===== config.mk =====
export PLATFORM = sky130hd
export DESIGN_NAME = bus_join_seq
export DESIGN_NICKNAME = d
export VERILOG_FILES = /design/src/rtl/bjs_pkg.sv /design/src/rtl/bjs_sync.sv /design/src/rtl/bjs_usec_timer.sv /design/src/rtl/bus_join_seq.sv
export SDC_FILE = /design/constraint.sdc
export NUM_CORES = 1
export LEC_CHECK = 0
export ABC_AREA = 1
export BUFFER_PORTS_ARGS = -buffer_cell sky130_fd_sc_hd__buf_2
export CORE_MARGIN = 2
export CORE_UTILIZATION = 55
export DETAILED_ROUTE_END_ITERATION = 10
export PLACE_DENSITY = 0.73
export RECOVER_POWER = 100
export SKIP_LAST_GASP = 1
export SYNTH_ARGS = -nofsm -noshare
export SYNTH_HDL_FRONTEND = slang
export SYNTH_SLANG_ARGS = --single-unit
export TNS_END_PERCENT = 30

===== constraint.sdc =====
create_clock -name clk -period 1.66 [get_ports clk]
set_input_delay 0.083 -clock clk [delete_from_list [all_inputs] [get_ports clk]]
set_output_delay 0.083 -clock clk [all_outputs]
set_load 0.005 [all_outputs]

===== src/rtl/bjs_pkg.sv =====
package bjs_pkg;

    typedef enum logic [1:0] {
        ST_OFF    = 2'd0,
        ST_SETTLE = 2'd1,
        ST_WAIT   = 2'd2,
        ST_LIVE   = 2'd3
    } seq_state_e;

    // Number of clock cycles per microsecond tick, never below one.
    function automatic int unsigned tick_div(input int unsigned clk_hz);
        int unsigned d;
        d = clk_hz / 1_000_000;
        return (d == 0) ? 1 : d;
    endfunction

endpackage


===== src/rtl/bjs_sync.sv =====
module bjs_sync #(
    parameter int unsigned  W       = 1,
    parameter int unsigned  STAGES  = 2,
    parameter logic [W-1:0] RST_VAL = '0
) (
    input  logic         clk,
    input  logic         rst_n,
    input  logic [W-1:0] d_i,
    output logic [W-1:0] q_o
);

    logic [W-1:0] stg_q [STAGES];

    for (genvar g = 0; g < STAGES; g++) begin : g_stage
        logic [W-1:0] stg_d;
        if (g == 0) begin : g_first
            assign stg_d = d_i;
        end else begin : g_next
            assign stg_d = stg_q[g-1];
        end
        always_ff @(posedge clk or negedge rst_n) begin
            if (!rst_n) stg_q[g] <= RST_VAL;
            else        stg_q[g] <= stg_d;
        end
    end

    assign q_o = stg_q[STAGES-1];

endmodule


===== src/rtl/bjs_usec_timer.sv =====
module bjs_usec_timer #(
    parameter int unsigned DIV   = 100,
    parameter int unsigned LIMIT = 130
) (
    input  logic clk,
    input  logic rst_n,
    input  logic clr_i,
    output logic reached_o
);

    localparam int unsigned PW = (DIV > 1) ? $clog2(DIV) : 1;
    localparam int unsigned UW = (LIMIT > 1) ? $clog2(LIMIT) : 1;
    localparam logic [PW-1:0] PRE_LAST = PW'(DIV - 1);
    localparam logic [UW-1:0] US_LAST  = UW'(LIMIT - 1);

    typedef struct packed {
        logic [PW-1:0] pre;
        logic [UW-1:0] us;
        logic          sat;
    } tmr_t;

    tmr_t tmr_d, tmr_q;
    logic hit;

    always_comb begin
        tmr_d = tmr_q;
        hit   = 1'b0;
        if (clr_i) begin
            tmr_d = '0;
        end else if (!tmr_q.sat) begin
            if (tmr_q.pre == PRE_LAST) begin
                tmr_d.pre = '0;
                if (tmr_q.us == US_LAST) begin
                    tmr_d.sat = 1'b1;
                    hit       = 1'b1;
                end else begin
                    tmr_d.us = tmr_q.us + 1'b1;
                end
            end else begin
                tmr_d.pre = tmr_q.pre + 1'b1;
            end
        end
    end

    always_ff @(posedge clk or negedge rst_n) begin
        if (!rst_n) tmr_q <= '0;
        else        tmr_q <= tmr_d;
    end

    assign reached_o = hit | tmr_q.sat;

endmodule


===== src/rtl/bus_join_seq.sv =====
module bus_join_seq #(
    parameter int unsigned CLK_HZ      = 100_000_000,
    parameter int unsigned SETTLE_US   = 130,
    parameter int unsigned IDLE_US     = 140,
    parameter int unsigned SYNC_STAGES = 2
) (
    input  logic clk,
    input  logic rst_n,
    input  logic en_i,
    input  logic pwr_ok_i,
    input  logic bp_scl_i,
    input  logic bp_sda_i,
    input  logic bd_scl_i,
    input  logic bd_sda_i,
    input  logic force_wait_i,
    output logic connect_o,
    output logic precharge_o,
    output logic hiz_o,
    output logic ready_o
);

    import bjs_pkg::*;

    localparam int unsigned TICK_DIV = tick_div(CLK_HZ);
    localparam int unsigned NSYNC    = 6;

    // Synchronized view of all asynchronous inputs
    logic [NSYNC-1:0] raw, syn;
    logic gate_s, bp_scl_s, bp_sda_s, bd_hi_s, bp_hi_s;
    logic bd_scl_s, bd_sda_s, en_s, pok_s;

    assign raw = {en_i, pwr_ok_i, bp_scl_i, bp_sda_i, bd_scl_i, bd_sda_i};

    bjs_sync #(
        .W       (NSYNC),
        .STAGES  (SYNC_STAGES),
        .RST_VAL (6'b00_1111)
    ) u_sync (
        .clk   (clk),
        .rst_n (rst_n),
        .d_i   (raw),
        .q_o   (syn)
    );

    assign {en_s, pok_s, bp_scl_s, bp_sda_s, bd_scl_s, bd_sda_s} = syn;
    assign gate_s  = en_s & pok_s;
    assign bp_hi_s = bp_scl_s & bp_sda_s;
    assign bd_hi_s = bd_scl_s & bd_sda_s;

    typedef struct packed {
        seq_state_e st;
        logic       sda_prev;
    } seq_t;

    seq_t seq_d, seq_q;

    // Interval timers
    logic settle_clr, settle_done;
    logic idle_clr, idle_done;

    assign settle_clr = (seq_q.st != ST_SETTLE);
    assign idle_clr   = (seq_q.st != ST_WAIT) | ~bp_hi_s | force_wait_i;

    bjs_usec_timer #(
        .DIV   (TICK_DIV),
        .LIMIT (SETTLE_US)
    ) u_settle (
        .clk       (clk),
        .rst_n     (rst_n),
        .clr_i     (settle_clr),
        .reached_o (settle_done)
    );

    bjs_usec_timer #(
        .DIV   (TICK_DIV),
        .LIMIT (IDLE_US)
    ) u_idle (
        .clk       (clk),
        .rst_n     (rst_n),
        .clr_i     (idle_clr),
        .reached_o (idle_done)
    );

    // Stop: data rises while clock stays high (synchronized values)
    logic stop_seen;
    assign stop_seen = bp_scl_s & bp_sda_s & ~seq_q.sda_prev;

    always_comb begin
        seq_d          = seq_q;
        seq_d.sda_prev = bp_sda_s;
        if (!gate_s) begin
            seq_d.st = ST_OFF;
        end else begin
            unique case (seq_q.st)
                ST_OFF:    seq_d.st = ST_SETTLE;
                ST_SETTLE: if (force_wait_i || settle_done) seq_d.st = ST_WAIT;
                ST_WAIT:   if (!force_wait_i && (stop_seen || idle_done) && bd_hi_s)
                               seq_d.st = ST_LIVE;
                ST_LIVE:   if (force_wait_i) seq_d.st = ST_WAIT;
                default:   seq_d.st = ST_OFF;
            endcase
        end
    end

    always_ff @(posedge clk or negedge rst_n) begin
        if (!rst_n) seq_q <= '{st: ST_OFF, sda_prev: 1'b1};
        else        seq_q <= seq_d;
    end

    always_comb begin
        hiz_o       = (seq_q.st == ST_OFF);
        precharge_o = (seq_q.st == ST_SETTLE) || (seq_q.st == ST_WAIT);
        connect_o   = (seq_q.st == ST_LIVE);
        ready_o     = (seq_q.st == ST_LIVE);
    end

endmodule


==> summary.md <==
| Metric | Value |
|---|---|
| Status | `finished clean` |
| Met3 wire length | `162 um` |
| CTS Buffer Depth | `2` |
| Core Footprint | `4000 sq um` |
| Post-Synth Adder-Cell Area | `0.0494` |
| Multiplexer share of the synthesized area | `0` |
| Clock transition at path regs | `0.09 ns` |
| CP endpoint kind | `register` |
| Synth top area cells | `dfrtp_1, dfstp_2, nand2_1, ha_1, inv_1` |
| GR Util All Layers | `0.196` |
| Fin cells | `327` |
| Yosys cell types | `27` |
| Layout Nets | `294` |
| Fraction of the yosys area taken by sequential cells | `0.521` |
| # fillers | `303` |
| Post-synth EDFFs | `0` |
| Logic pwr share | `0.068` |
| Gp weighted congestion | `0.800` |
| Met1 WL | `1890 um` |
| Final hold violations | `0` |
| Ys flop type | `dfrtp_1` |
| Initial Utilization | `0.570` |
| Synth Net Count | `257` |
| RSZ-0062 raised after global routing | `yes` |
| Worst slew pin tran | `1.12 ns` |
| Setup-failing EPs final | `0` |
| Cell area after synthesis | `2280 sq um` |
| Antenna-violating nets left | `0` |
| Final core occ | `0.673` |
| Post-synthesis simple-gate area fraction | `0.191` |
| Top layer in use | `met4` |
| Post-synthesis compound-gate area fraction | `0.114` |
| Setup crit start kind | `register` |
| Final worst-path cycle share | `0.962` |
| H-tree Lvls | `2` |
| Post-Synthesis Cells | `239` |
| Met2 routed wirelength | `1980 um` |
| Total leakage power | `1.15 nW` |
| Critical-path maximum fanout | `5` |
| Clock latency on the worst-skew pair | `0.30 ns` |
| WL final | `4100 um` |
| Psw | `0.510 mW` |
| Post-synthesis area per instance | `9.54 sq um` |
| First-pass GRT wire length | `6730 um` |
| Wire per inst | `12.5 um` |
| DR vias/cell | `5.20` |
| Layout Skew | `0.00333 ns` |
| Total congestion overflow | `0` |
| XOR/XNOR Fraction of Synth Area | `0.0614` |
| Root buffer cell | `clkbuf_8` |
| Area grow syn2layout | `17.9%` |
| CTS buffer count | `5` |
| Net Sw Frac | `0.249` |
| Yosys top cell by area | `dfrtp_1` |
| Vias in the first global route | `1,580` |
| Critical path data required time | `1.89 ns` |
| TNS Setup | `0 ns` |
| Largest family of logic cells by synthesized area | `simple AND/OR/NAND/NOR gates` |
| ANT cells | `0` |
| Power density cells | `759 nW/um^2` |
| Achievable frequency | `0.626 GHz` |
| Max_cap viols | `0` |
| Share of layout cells above drive strength 1 | `0.242` |
| Clock sinks | `47` |
| Max_slew headroom | `0.255` |
| Clock Power Share | `0.350` |
| Port bufs | `12` |
| DRT Pass-1 Iters | `4` |
| Hold Crit Class | `input port to register` |
| Critical Path Source | `seq_q[1]` |
| Post-synth ARST share | `1.00` |
| DP HPWL | `2760 um` |
| Tot Pwr | `2.04 mW` |
| Slew Viols, Final | `0` |
| Total die area | `4680 sq um` |
| Tmin final | `1.60 ns` |
| Maximum VDD drop | `0.589 mV` |
| Reg2Reg Launch Point | `seq_q[1]` |
| I/O pins | `13` |
| Pin count of the biggest net entering global routing | `48` |
| CTS tree | `yes` |
| Remaining DRCs | `0` |
| Worst Path Class, Setup | `register to register` |
| Ys Warns | `0` |
| Int Power | `1.53 mW` |
| Row count | `23` |
| Die H | `68.4 um` |
| Top-area cell type share of the netlist area | `0.417` |
| DRT iter0 DRCs | `147` |
| Post-Place Cells | `305` |
| Number of synthesized register bits | `47` |
| Min-delay src | `force_wait_i` |
| Critical Path AT | `1.83 ns` |
| Antenna violations before repair | `0` |
| Horiz. Die Dim | `68.4 um` |
| Sequential power share | `0.582` |
| Via count | `1,700` |
cell usage after synthesis (3+ instances only):
| master | instances |
|---|---|
| a21oi_1 | 6 |
| a22o_1 | 3 |
| dfrtp_1 | 38 |
| dfstp_2 | 9 |
| ha_1 | 9 |
| inv_1 | 30 |
| inv_2 | 4 |
| nand2_1 | 36 |
| nand3_1 | 19 |
| nor2_1 | 23 |
| nor2_2 | 3 |
| nor3_1 | 6 |
| o21ai_0 | 10 |
| o22ai_1 | 11 |
| o22ai_2 | 6 |
| xnor2_1 | 4 |
| xor2_1 | 12 |
power groups by stage:
stage,combinational (mW),sequential (mW),clock [mW]
after floorplan,0.0602,1.21,0
after global placement,0.121,1.21,0
after detailed placement,0.124,1.21,0
after CTS,0.137,1.19,0.733
after global routing,0.160,1.19,0.764
final,0.138,1.19,0.716
layout by cell type (no fill, tap or decap), drive strengths merged, types with 11 or more instances in the layout:
cell and count:
buf 24, dfrtp 38, inv 34, nand2 36, nand3 20, nor2 27
o21ai 11, o22ai 17, xor2 12
layout make-up:
| class | count | area, sq um | area share |
|---|---|---|---|
| sequential | 47 | 1190 | 0.441 |
| clock inverter | 3 | 25.0 | 0.00930 |
| tap | 50 | 62.6 | 0.0233 |
| clock buffer | 5 | 68.8 | 0.0256 |
| multi-input combinational | 156 | 981 | 0.365 |
| inverter | 34 | 128 | 0.0474 |
| timing repair buffer | 32 | 238 | 0.0884 |
worst max-delay path, cell delays in order (launching register included):
cell	delay, ns
dfrtp_1	0.40
inv_2	0.09
ha_4	0.15
nand2_1	0.06
nor2_2	0.15
inv_2	0.08
nor2_1	0.09
nand3_1	0.11
inv_2	0.11
buf_4	0.11
nand2_1	0.04
o22ai_1	0.13
stage by stage:
step	instance area [sq um]	hold WS (ns)	setup WS, ns
after floorplan	2280	-0.213	0.184
after global placement	2440	0.188	0.110
after detailed placement	2440	0.190	0.0188
after CTS	2610	0.205	0.00732
after global routing	2690	0.242	-0.0372
final	2690	0.204	0.0623
worst paths after layout:
| check | endpoint | slack [ns] | cells after the start |
|---|---|---|---|
| min in group asynchronous | u_settle.tmr_q[11] | 0.59 | 3 |
| worst max register to register | u_idle.tmr_q[8] | 0.06 | 11 |
| worst max-delay path | u_idle.tmr_q[8] | 0.06 | 11 |
| worst min-delay path | seq_q[2] | 0.20 | 6 |
| worst min register to register | u_sync.q_o[3] | 0.36 | 0 |
| max in group asynchronous | u_settle.tmr_q[5] | 0.38 | 3 |
per-layer routing:
metal	up-vias	global-route usage
met5	-	0
met4	0	0.0875
met3	5	0.0444
met2	34	0.329
met1	805	0.240
li1	856	-
cell families (layout without fill, tap and decap cells):
logic type,after synthesis,in the layout
AOI/OAI and AO/OA,37,37
and+or+nand+nor,94,94
xor gates and xnor gates,16,16
DFF,47,47
adders and majority gates,9,9
buffers and inverters,36,74
registers in the layout (all words and copies together) (netlist names):
signal / count
u_sync.q_o: 6
u_settle.tmr_q: 16
u_sync.g_stage.stg_d: 6
seq_q: 3
u_idle.tmr_q: 16
what timing repair did:
action | in CTS | in global routing
gates resized for setup | 0 | 12
setup buffers | 0 | 7
endpoints found under the setup margin | 0 | 16
hold endpoints to repair | 44 | 0
hold buffers | 7 | 0
(Power assumes the default switching activity.)
